===== config.mk =====
export PLATFORM = sky130hd
export DESIGN_NAME = dfi_cmd_injector
export DESIGN_NICKNAME = d
export VERILOG_FILES = /design/src/rtl/dfi_inj_pkg.sv /design/src/rtl/dfi_inj_regs.sv /design/src/rtl/dfi_inj_cmdgen.sv /design/src/rtl/dfi_inj_mux.sv /design/src/rtl/dfi_cmd_injector.sv
export SDC_FILE = /design/constraint.sdc
export NUM_CORES = 1
export LEC_CHECK = 0
export CAP_MARGIN = 25
export CORE_ASPECT_RATIO = 1.1
export CORE_MARGIN = 1.5
export CORE_UTILIZATION = 40
export CTS_CLUSTER_DIAMETER = 30
export CTS_CLUSTER_SIZE = 20
export DETAILED_ROUTE_END_ITERATION = 7
export GPL_ROUTABILITY_DRIVEN = 0
export PLACE_DENSITY = 0.86
export SYNTH_ARGS = -nofsm -noshare
export SYNTH_HDL_FRONTEND = slang
export SYNTH_SLANG_ARGS = --single-unit

===== constraint.sdc =====
create_clock -name clk -period 2.6 [get_ports clk]
set_input_delay 0.39 -clock clk [delete_from_list [all_inputs] [get_ports clk]]
set_output_delay 0.39 -clock clk [all_outputs]
set_load 0.02 [all_outputs]

===== src/rtl/dfi_inj_pkg.sv =====
`timescale 1ns/1ps
package dfi_inj_pkg;

    localparam int WB_DW     = 32;
    localparam int REG_IDX_W = 3;

    typedef enum logic [REG_IDX_W-1:0] {
        IDX_CTRL  = 3'd0,
        IDX_CMD   = 3'd1,
        IDX_ISSUE = 3'd2,
        IDX_ADDR  = 3'd3,
        IDX_BANK  = 3'd4
    } reg_idx_e;

    // bit order matters: software writes these positions
    typedef struct packed {
        logic dram_rst_n;   // bit 3
        logic term_en;      // bit 2
        logic clk_en;       // bit 1
        logic hw_sel;       // bit 0
    } ctrl_t;

    typedef struct packed {
        logic row_strobe;   // bit 3
        logic col_strobe;   // bit 2
        logic wr_en;        // bit 1
        logic chip_sel;     // bit 0
    } cmd_t;

    typedef struct packed {
        logic cs_n;
        logic ras_n;
        logic cas_n;
        logic we_n;
    } dfi_cmd_t;

    localparam dfi_cmd_t DFI_CMD_IDLE = '{cs_n: 1'b1, ras_n: 1'b1, cas_n: 1'b1, we_n: 1'b1};

    function automatic dfi_cmd_t cmd_to_dfi(input cmd_t c);
        dfi_cmd_t d;
        d.cs_n  = ~c.chip_sel;
        d.ras_n = ~c.row_strobe;
        d.cas_n = ~c.col_strobe;
        d.we_n  = ~c.wr_en;
        return d;
    endfunction

endpackage


===== src/rtl/dfi_inj_regs.sv =====
`timescale 1ns/1ps
module dfi_inj_regs
    import dfi_inj_pkg::*;
#(
    parameter int ADDR_W = 14,
    parameter int BANK_W = 3,
    parameter int WB_AW  = 30
) (
    input  logic              clk,
    input  logic              rst,
    input  logic              wb_cyc,
    input  logic              wb_stb,
    input  logic              wb_we,
    input  logic [WB_AW-1:0]  wb_adr,
    input  logic [WB_DW-1:0]  wb_dat_w,
    output logic [WB_DW-1:0]  wb_dat_r,
    output logic              wb_ack,
    output ctrl_t             ctrl_o,
    output cmd_t              cmd_o,
    output logic [ADDR_W-1:0] addr_o,
    output logic [BANK_W-1:0] bank_o,
    output logic              fire_o
);
    localparam int HI_W = WB_AW - REG_IDX_W;

    logic              accept;
    logic              in_range;
    reg_idx_e          idx;
    logic [WB_DW-1:0]  rd_val;

    assign accept   = wb_cyc & wb_stb & ~wb_ack;
    assign in_range = (wb_adr[WB_AW-1:REG_IDX_W] == {HI_W{1'b0}});
    assign idx      = reg_idx_e'(wb_adr[REG_IDX_W-1:0]);

    always_comb begin
        rd_val = '0;
        if (in_range) begin
            case (idx)
                IDX_CTRL: rd_val[3:0]        = ctrl_o;
                IDX_CMD:  rd_val[3:0]        = cmd_o;
                IDX_ADDR: rd_val[ADDR_W-1:0] = addr_o;
                IDX_BANK: rd_val[BANK_W-1:0] = bank_o;
                default:  rd_val             = '0;
            endcase
        end
    end

    always_ff @(posedge clk) begin
        if (rst) begin
            wb_ack   <= 1'b0;
            wb_dat_r <= '0;
            ctrl_o   <= '0;
            cmd_o    <= '0;
            addr_o   <= '0;
            bank_o   <= '0;
            fire_o   <= 1'b0;
        end else begin
            wb_ack <= accept;
            fire_o <= 1'b0;
            if (accept && !wb_we) begin
                wb_dat_r <= rd_val;
            end
            if (accept && wb_we && in_range) begin
                case (idx)
                    IDX_CTRL:  ctrl_o <= ctrl_t'(wb_dat_w[3:0]);
                    IDX_CMD:   cmd_o  <= cmd_t'(wb_dat_w[3:0]);
                    IDX_ISSUE: fire_o <= wb_dat_w[0];
                    IDX_ADDR:  addr_o <= wb_dat_w[ADDR_W-1:0];
                    IDX_BANK:  bank_o <= wb_dat_w[BANK_W-1:0];
                    default:   ;
                endcase
            end
        end
    end

    assert_ack_follows_req_R1: assert property (@(posedge clk) disable iff (rst)
        (wb_cyc && wb_stb && !wb_ack) |=> wb_ack);
    assert_ack_single_R1: assert property (@(posedge clk) disable iff (rst)
        wb_ack |=> !wb_ack);
    assert_fire_single_R5: assert property (@(posedge clk) disable iff (rst)
        fire_o |=> !fire_o);
endmodule


===== src/rtl/dfi_inj_cmdgen.sv =====
`timescale 1ns/1ps
module dfi_inj_cmdgen
    import dfi_inj_pkg::*;
(
    input  logic     fire,
    input  cmd_t     cmd,
    output dfi_cmd_t dfi_cmd
);
    always_comb begin
        dfi_cmd = fire ? cmd_to_dfi(cmd) : DFI_CMD_IDLE;
    end
endmodule


===== src/rtl/dfi_inj_mux.sv =====
`timescale 1ns/1ps
module dfi_inj_mux
    import dfi_inj_pkg::*;
#(
    parameter int ADDR_W = 14,
    parameter int BANK_W = 3
) (
    input  logic              use_hw,
    input  dfi_cmd_t          sw_cmd,
    input  logic [ADDR_W-1:0] sw_addr,
    input  logic [BANK_W-1:0] sw_bank,
    input  ctrl_t             sw_ctrl,
    input  dfi_cmd_t          hw_cmd,
    input  logic [ADDR_W-1:0] hw_addr,
    input  logic [BANK_W-1:0] hw_bank,
    input  logic              hw_cke,
    input  logic              hw_odt,
    input  logic              hw_rst_n,
    output dfi_cmd_t          out_cmd,
    output logic [ADDR_W-1:0] out_addr,
    output logic [BANK_W-1:0] out_bank,
    output logic              out_cke,
    output logic              out_odt,
    output logic              out_rst_n
);
    always_comb begin
        if (use_hw) begin
            out_cmd   = hw_cmd;
            out_addr  = hw_addr;
            out_bank  = hw_bank;
            out_cke   = hw_cke;
            out_odt   = hw_odt;
            out_rst_n = hw_rst_n;
        end else begin
            out_cmd   = sw_cmd;
            out_addr  = sw_addr;
            out_bank  = sw_bank;
            out_cke   = sw_ctrl.clk_en;
            out_odt   = sw_ctrl.term_en;
            out_rst_n = sw_ctrl.dram_rst_n;
        end
    end
endmodule


===== src/rtl/dfi_cmd_injector.sv =====
`timescale 1ns/1ps
module dfi_cmd_injector
    import dfi_inj_pkg::*;
#(
    parameter int ADDR_W = 14,
    parameter int BANK_W = 3,
    parameter int WB_AW  = 30
) (
    input  logic              clk,
    input  logic              rst,
    input  logic              wb_cyc,
    input  logic              wb_stb,
    input  logic              wb_we,
    input  logic [WB_AW-1:0]  wb_adr,
    input  logic [31:0]       wb_dat_w,
    output logic [31:0]       wb_dat_r,
    output logic              wb_ack,
    input  logic              hw_cs_n,
    input  logic              hw_ras_n,
    input  logic              hw_cas_n,
    input  logic              hw_we_n,
    input  logic [ADDR_W-1:0] hw_address,
    input  logic [BANK_W-1:0] hw_bank,
    input  logic              hw_cke,
    input  logic              hw_odt,
    input  logic              hw_reset_n,
    output logic              dfi_cs_n,
    output logic              dfi_ras_n,
    output logic              dfi_cas_n,
    output logic              dfi_we_n,
    output logic [ADDR_W-1:0] dfi_address,
    output logic [BANK_W-1:0] dfi_bank,
    output logic              dfi_cke,
    output logic              dfi_odt,
    output logic              dfi_reset_n
);
    ctrl_t             ctrl_q;
    cmd_t              cmd_q;
    logic [ADDR_W-1:0] addr_q;
    logic [BANK_W-1:0] bank_q;
    logic              fire;
    dfi_cmd_t          sw_cmd;
    dfi_cmd_t          hw_cmd;
    dfi_cmd_t          out_cmd;

    assign hw_cmd = '{cs_n: hw_cs_n, ras_n: hw_ras_n, cas_n: hw_cas_n, we_n: hw_we_n};

    dfi_inj_regs #(.ADDR_W(ADDR_W), .BANK_W(BANK_W), .WB_AW(WB_AW)) u_regs (
        .clk      (clk),
        .rst      (rst),
        .wb_cyc   (wb_cyc),
        .wb_stb   (wb_stb),
        .wb_we    (wb_we),
        .wb_adr   (wb_adr),
        .wb_dat_w (wb_dat_w),
        .wb_dat_r (wb_dat_r),
        .wb_ack   (wb_ack),
        .ctrl_o   (ctrl_q),
        .cmd_o    (cmd_q),
        .addr_o   (addr_q),
        .bank_o   (bank_q),
        .fire_o   (fire)
    );

    dfi_inj_cmdgen u_cmdgen (
        .fire    (fire),
        .cmd     (cmd_q),
        .dfi_cmd (sw_cmd)
    );

    dfi_inj_mux #(.ADDR_W(ADDR_W), .BANK_W(BANK_W)) u_mux (
        .use_hw    (ctrl_q.hw_sel),
        .sw_cmd    (sw_cmd),
        .sw_addr   (addr_q),
        .sw_bank   (bank_q),
        .sw_ctrl   (ctrl_q),
        .hw_cmd    (hw_cmd),
        .hw_addr   (hw_address),
        .hw_bank   (hw_bank),
        .hw_cke    (hw_cke),
        .hw_odt    (hw_odt),
        .hw_rst_n  (hw_reset_n),
        .out_cmd   (out_cmd),
        .out_addr  (dfi_address),
        .out_bank  (dfi_bank),
        .out_cke   (dfi_cke),
        .out_odt   (dfi_odt),
        .out_rst_n (dfi_reset_n)
    );

    assign dfi_cs_n  = out_cmd.cs_n;
    assign dfi_ras_n = out_cmd.ras_n;
    assign dfi_cas_n = out_cmd.cas_n;
    assign dfi_we_n  = out_cmd.we_n;

    // an accepted issue write on the software path shows the stored chip select next cycle
    assert_issue_drives_cs_R5: assert property (@(posedge clk) disable iff (rst)
        (wb_cyc && wb_stb && !wb_ack && wb_we && wb_adr == WB_AW'(IDX_ISSUE)
         && wb_dat_w[0] && !ctrl_q.hw_sel)
        |=> (dfi_cs_n == !cmd_q.chip_sel));

    // software path with no pulse pending keeps every command line high
    assert_idle_lines_high_R6: assert property (@(posedge clk) disable iff (rst)
        (!ctrl_q.hw_sel && !fire) |-> (dfi_cs_n && dfi_ras_n && dfi_cas_n && dfi_we_n));

    // a pulse never lasts past the ack cycle on the bus
    assert_pulse_ends_R5: assert property (@(posedge clk) disable iff (rst)
        (wb_ack && !ctrl_q.hw_sel && !dfi_cs_n) |=> (ctrl_q.hw_sel || dfi_cs_n));
endmodule


==> out/results.txt, run 1 <==
status: finished, final reports clean
maximum vdd drop: 295 µV
xor-xnor portion of the synthesized cell area: 0%
Die H: 84.0 µm
Final ANT Viol Nets: 0
reg2reg end: u_regs.wb_dat_r[5]$_SDFFE_PP0P_
Post-synth ARST share: 0%
setup TNS: 0 ns
compound-cell area share of the yosys netlist: 7.14%
drc violations: 0
Distinct cells, synth: 37
FF-to-FF Start: u_regs.wb_ack$_SDFF_PP0_
register bit total from synthesis: 41
min Tclk post-route: 2.12 ns
Final Power: 1.36 mW
largest net degree at the start of global routing: 21
drt total wl: 5950 µm
Avg Cell Area, Syn: 10.2 µm²
pwr/cell area: 370 nW/µm²
fmax: 0.471 GHz
skew final: 0.00397 ns
Worst EP required: 2.21 ns
Max H-tree Level: 2
CTS Buf Count: 5
TritonCTS clock tree: yes
all-layer global routing usage: 18.9%
Post-Synth Simple-Gate Area: 26.8%
Hold Path Stages: 2
die area: 6430 µm²
Hold-fix buffers, CTS: 0
first-pass GRT wire length: 9870 µm
Final Hold Vio Count: 0
cells after synthesis: 233
r2r setup slk: 0.94 ns
Hold Path Origin: u_regs.wb_dat_r[3]$_SDFFE_PP0P_
Syn Std Cell Area: 2380 µm²
Pleak: 1.39 nW
Core ar.: 5770 µm²
Cell Rows: 29
synth top area cells: dfxtp_1 34%, mux2i_1 12%, mux2_2 11%
area grow syn2layout: 53.9%
Synth area leader: dfxtp_1
kind of critical path: reg -> out
MaxCap Viol Count: 0
crit path max fanout: 9
vias in the first global route: 2,072
mux contribution to synthesized area: 23.5%
clock slew at reported path FFs: 0.08 ns
HP Class: reg -> reg
IO Count: 148
initial antenna violation count: 0
root cell of the clock tree: clkbuf_8
CP endpoint kind: output port
Initial DRT Pass Iterations: 4
Synth top area share: 34.4%
Worst-Margin Slew: 0.841 ns
layout cells sized above 1: 15.5%
postcts setup bufs: 0
number of port buffers: 111
R2R depth: 3
grt total ovfl: 0
Critical Path AT: 1.73 ns
clk buf depth: 2
Detailed Route Iter0 Violations: 71
Ys Warns: 0
wire length per cell: 14.0 µm
Worst Hold End: u_regs.wb_dat_r[3]$_SDFFE_PP0P_
CTS sink count: 41
adder-cell share of the synthesized area: 0%
critical path launch point type: register
register area share after synthesis: 34.4%
Main synth FF type: dfxtp_1
largest family of logic cells by synthesized area: simple AND/OR/NAND/NOR gates
ant diodes: 0
max-slew violations: 0
post-CTS sizing: 0
vias: 2,067
Final Cycle Share: 81.6%
Via density: 4.85
die width: 76.6 µm
Slew headroom: 43.8%
Layout Nets: 439
Filler cells: 471
EDFF count, synth: 0
final setup fails: 0
unrepaired setup endpoints after global routing: false
starting density of the core: 41.3%
post-DP HPWL: 4690 µm
later-pin clock latency in the skew report: 0.28 ns
## sequential cells by signal, summed over array words and instances (netlist names)
name / count
u_regs.wb_ack: 1
u_regs.cmd_o: 4
u_regs.addr_o: 14
u_regs.ctrl_o: 4
u_regs.bank_o: 3
u_regs.wb_dat_r: 14
u_regs.fire_o: 1
## logic make-up after synthesis
family          count (synthesis)
compound gates                 21
simple gates                   87
flops                          41
buf+inv                        30
mux                            53
other cells                     1
## layer usage
layer / vias to the layer above / wire length, µm / GRT usage (%) / share of wire (%)
met2: 75 / 3120 / 35.5 / 52
li1: 1021 / - / - / -
met5: - / 0 / 0 / 0
met3: 5 / 289 / 3.83 / 4.9
met4: 0 / 31 / 3.54 / 0.52
met1: 966 / 2500 / 22.1 / 42
## critical path: stages (launching register included)
cell and delay [ns]:
dfxtp_1 0.35, buf_4 0.20, mux2_2 0.35, clkdlybuf4s50_1 0.54
## placed cells by master, fill, tap and decap left out, types with 2 or more instances in the layout
cell type	instances
mux2_2	24
conb_1	18
o21ai_0	3
buf_4	9
nand3_1	3
clkdlybuf4s50_1	111
nor4_4	6
mux2i_1	29
nand2b_1	39
nor4_2	2
nand2_1	11
dfxtp_1	41
nor2b_1	3
a2bb2oi_1	4
clkbuf_8	6
nor2_1	5
a22o_1	10
a32o_1	2
nor3_1	4
## worst max-delay path by stage
stage | to | from | slack [ns]
2_1_floorplan | u_regs.addr_o[10]$_SDFFE_PP0P_ | wb_adr[13] | 0.78
3_3_place_gp | u_regs.addr_o[11]$_SDFFE_PP0P_ | wb_adr[13] | 0.40
3_5_place_dp | u_regs.addr_o[4]$_SDFFE_PP0P_ | wb_adr[13] | 0.33
4_1_cts | dfi_address[11] | u_regs.ctrl_o[0]$_SDFFE_PP0P_ | 0.46
5_1_grt | dfi_address[12] | u_regs.ctrl_o[0]$_SDFFE_PP0P_ | 0.38
6_report | dfi_address[12] | u_regs.ctrl_o[0]$_SDFFE_PP0P_ | 0.48
## final cells by class
| class | instances | area (µm²) | share of cell area [%] |
|---|---|---|---|
| multi-input cells | 179 | 1440 | 39.2 |
| well taps | 77 | 96.3 | 2.63 |
| clock buffers | 7 | 86.3 | 2.35 |
| repair buffers | 121 | 1200 | 32.7 |
| flip-flops and latches | 41 | 821 | 22.4 |
| clock inverters | 1 | 30.0 | 0.819 |
## cell usage after synthesis, types with 2 or more instances
library cell	instances
o21ai_0	3
nor4_2	2
dfxtp_1	41
nor3_1	4
a22o_1	10
nor2b_1	3
buf_2	2
nand2_1	11
mux2i_1	29
a32o_1	2
buf_4	18
nor4_4	6
nand2b_1	39
nand3_1	3
a2bb2oi_1	4
nor2_1	5
clkbuf_1	8
mux2_2	24
## power breakdown
group	leakage (nW)	internal [mW]	switching, mW
sequential	0.330	0.628	0.000542
clock	0.0585	0.313	0.210
combinational	0.997	0.123	0.0822
total	1.39	1.06	0.293
## through the flow
step,cell area [µm²],cells,setup slack [ns],hold slack [ns],utilization (%)
3_3_place_gp,3550,418,0.397,0.441,61.6
6_report,3670,426,0.479,0.466,63.6
5_1_grt,3670,426,0.384,0.481,63.6
2_1_floorplan,2450,250,0.783,0.459,-
3_5_place_dp,3550,418,0.325,0.458,61.6
4_1_cts,3670,426,0.455,0.469,63.6
Power figures use the tool's default switching activity.
==> inputs of run 2 (changes only) <==
Settings changed: CORE_UTILIZATION 40 to 37, PLACE_DENSITY 0.86 to 0.81.
Clock period 2.6 ns to 2 ns, I/O delays scaled along.
==> run 2 against run 1 <==
  * Via count is 1.0% higher
  * Critical path type unchanged
  * Non-clock buffer count rose by 7
  * Clock skew is 0.0037 ns higher
  * Critical endpoint is now dfi_we_n
  * Flip-flop and latch count stayed put
==> out/results.txt, run 2 (synthesized netlist as in run 1, its figures left out) <==
most frequent cells in the layout: 87 x clkdlybuf4s50_1, 41 x dfxtp_1, 39 x nand2b_1, 29 x mux2i_1 (was 111 x clkdlybuf4s50_1, 41 x dfxtp_1, 39 x nand2b_1, 29 x mux2i_1, 24 x mux2_2)
Crit path max-delay family: buffers and inverters (unchanged)
starting density of the core: 38.5% (was 41.3%)
kind of critical path: reg -> out (unchanged)
Final Cycle Share: 92.7%
Slew headroom: 41.4% (was 43.8%)
pwr/cell area: 478 nW/µm² (was 370 nW/µm²)
wire length per cell: 14.0 µm (about the same)
fmax: 0.540 GHz
CP bufs+invs: 2 (unchanged)
Cell Rows: 30 (was 29)
skew final: 0.00767 ns (was 0.00397 ns)
initial antenna violation count: 0 (unchanged)
Worst Hold End: u_regs.wb_dat_r[3]$_SDFFE_PP0P_ (unchanged)
crit path from: u_regs.ctrl_o[0]$_SDFFE_PP0P_ (unchanged)
Hold Path Origin: u_regs.wb_dat_r[3]$_SDFFE_PP0P_ (unchanged)
CTS sink count: 41 (unchanged)
critical path launch point type: register (unchanged)
biggest regs: u_regs.addr_o: 14 flops, u_regs.wb_dat_r: 14 flops (unchanged)
vias in the first global route: 2,192 (was 2,072)
vias: 2,088 (was 2,067)
largest net degree at the start of global routing: 22 (was 21)
clk buf depth: 2 (unchanged)
Worst-Margin Slew: 0.878 ns (was 0.841 ns)
Max H-tree Level: 2 (unchanged)
most common cell after layout, fill and taps aside: clkdlybuf4s50_1 (unchanged)
Pint: 1.36 mW (was 1.06 mW)
max-slew violations: 0 (unchanged)
Via density: 4.79 (was 4.85)
drt total wl: 6090 µm (was 5950 µm)
Critical Path AT: 1.55 ns (was 1.73 ns)
status: finished, final reports clean (unchanged)
MaxCap Viol Count: 0 (unchanged)
r2r setup slk: 0.42 ns (was 0.94 ns)
all-layer global routing usage: 18.4% (was 18.9%)
CTS Buf Count: 5 (unchanged)
die area: 6930 µm² (was 6430 µm²)
Register Area: 821 µm² (unchanged)
postcts setup bufs: 0 (unchanged)
Hold-fix buffers, CTS: 0 (unchanged)
FF-to-FF Start: u_regs.wb_ack$_SDFF_PP0_ (unchanged)
Initial DRT Pass Iterations: 4 (unchanged)
Pleak: 1.51 nW (was 1.39 nW)
maximum vdd drop: 289 µV (was 295 µV)
Gate power share: 15.4% (was 15.1%)
crit path max fanout: 10 (was 9)
setup TNS: 0 ns (unchanged)
CP endpoint kind: output port (unchanged)
layout cells sized above 1: 17.4% (was 15.5%)
Sw Share: 23.5% (was 21.6%)
slowest stage delay, CP: 0.38 ns (was 0.54 ns)
area grow syn2layout: 55.5% (was 53.9%)
min Tclk post-route: 1.85 ns
Clk pwr share: 38.5% (was 38.6%)
die width: 79.5 µm (was 76.6 µm)
unrepaired setup endpoints after global routing: false (unchanged)
R2R depth: 3 (unchanged)
Hold Path Stages: 2 (unchanged)
first-pass GRT wire length: 10,000 µm (was 9870 µm)
Multi-input gate area: 1440 µm² (unchanged)
Sequential Power Share: 46.1% (was 46.3%)
reg2reg end: u_regs.wb_dat_r[11]$_SDFFE_PP0P_ (was u_regs.wb_dat_r[5]$_SDFFE_PP0P_)
pre-CTS WS: -0.162 ns (was 0.325 ns)
ant diodes: 0 (unchanged)
IO Count: 148 (unchanged)
Core ar.: 6190 µm² (was 5770 µm²)
post-DP HPWL: 4870 µm (was 4690 µm)
P_sw: 0.415 mW (was 0.293 mW)
Detailed Route Iter0 Violations: 106 (was 71)
later-pin clock latency in the skew report: 0.30 ns (was 0.28 ns)
Die H: 87.2 µm (was 84.0 µm)
Layout Nets: 446 (was 439)
Final ANT Viol Nets: 0 (unchanged)
grt total ovfl: 0 (unchanged)
root cell of the clock tree: clkbuf_8 (unchanged)
final worst setup slack: 0.147 ns (was 0.479 ns)
Worst EP required: 1.70 ns (was 2.21 ns)
cells along the critical path: buf_4 -> mux2_2 -> dlygate4sd2_1 (was buf_4 -> mux2_2 -> clkdlybuf4s50_1)
clock slew at reported path FFs: 0.09 ns (was 0.08 ns)
drc violations: 0 (unchanged)
number of port buffers: 111 (unchanged)
Filler cells: 586 (was 471)
Final Hold Vio Count: 0 (unchanged)
TritonCTS clock tree: yes (unchanged)
CP max stage cell: dfxtp_1 (was clkdlybuf4s50_1)
HP Class: reg -> reg (unchanged)
final setup fails: 0 (unchanged)
## run 2: changes by cell type in the layout (fill, tap and decap cells not counted)
cell and change:
clkdlybuf4s50_1 -24, clkbuf_8 -1, buf_4 +6, clkinvlp_4 +1, clkinv_4 +1, clkbuf_1 -1, dlygate4sd2_1 +24, buf_12 +1
## run 2: per-stage QoR
step,hold WS (ns),power [mW],util [%],cell area (µm²),instances
2_1_floorplan,0.418,0.957,-,2450,250
3_3_place_gp,0.447,1.10,58.5,3620,428
3_5_place_dp,0.448,1.11,58.5,3620,428
4_1_cts,0.461,1.78,59.8,3710,436
5_1_grt,0.492,1.84,59.8,3710,436
6_report,0.459,1.77,59.8,3710,436
## run 2: worst max-delay path by stage
stage,to,cells past startpoint,slack [ns]
global route,u_regs.addr_o[10]$_SDFFE_PP0P_,6,0.05
detailed placement,u_regs.addr_o[9]$_SDFFE_PP0P_,6,-0.16
global placement,u_regs.addr_o[5]$_SDFFE_PP0P_,6,-0.11
finish,dfi_we_n,3,0.15
CTS,dfi_we_n,3,0.13
floorplan,u_regs.addr_o[10]$_SDFFE_PP0P_,5,0.27
## run 2: power groups by stage
stage	logic [mW]	registers (mW)	clock network, mW
final	0.273	0.817	0.682
after global routing	0.293	0.817	0.726
after detailed placement	0.273	0.836	0
after CTS	0.274	0.817	0.693
after floorplan	0.120	0.837	0
after global placement	0.268	0.836	0
## run 2: area by class of cell
cell class              instances  area share (%)
repair buffers                128            33.3
multi-input cells             179            38.8
well taps                      80            2.70
clock buffers                   5            1.86
clock inverters                 3            1.25
flip-flops and latches         41            22.1
## run 2: per-layer routing
| layer | vias up | global-route usage, % | wire length (µm) |
|---|---|---|---|
| met5 | - | 0 | 0 |
| li1 | 1036 | - | - |
| met4 | 0 | 5.26 | 99 |
| met3 | 10 | 4.19 | 421 |
| met2 | 84 | 33.7 | 3050 |
| met1 | 958 | 21.3 | 2520 |
## run 2: tightest hold or removal path, stage by stage, from the launching register on
cell	delay, ns
dfxtp_1	0.32
nand2_1	0.05
a21oi_1	0.05
## run 2: what timing repair did
item	4_1_cts	5_1_grt
setup endpoints to repair	24	0
gates resized for setup	24	0
hold endpoints to repair	0	0
==> inputs of run 3 (changes only) <==
Settings changed: CAP_MARGIN 25 to unset, CTS_CLUSTER_DIAMETER 30 to 200.
==> results of run 3 <==
Same layout as run 2: the final DEF is identical, and so are final timing and power.
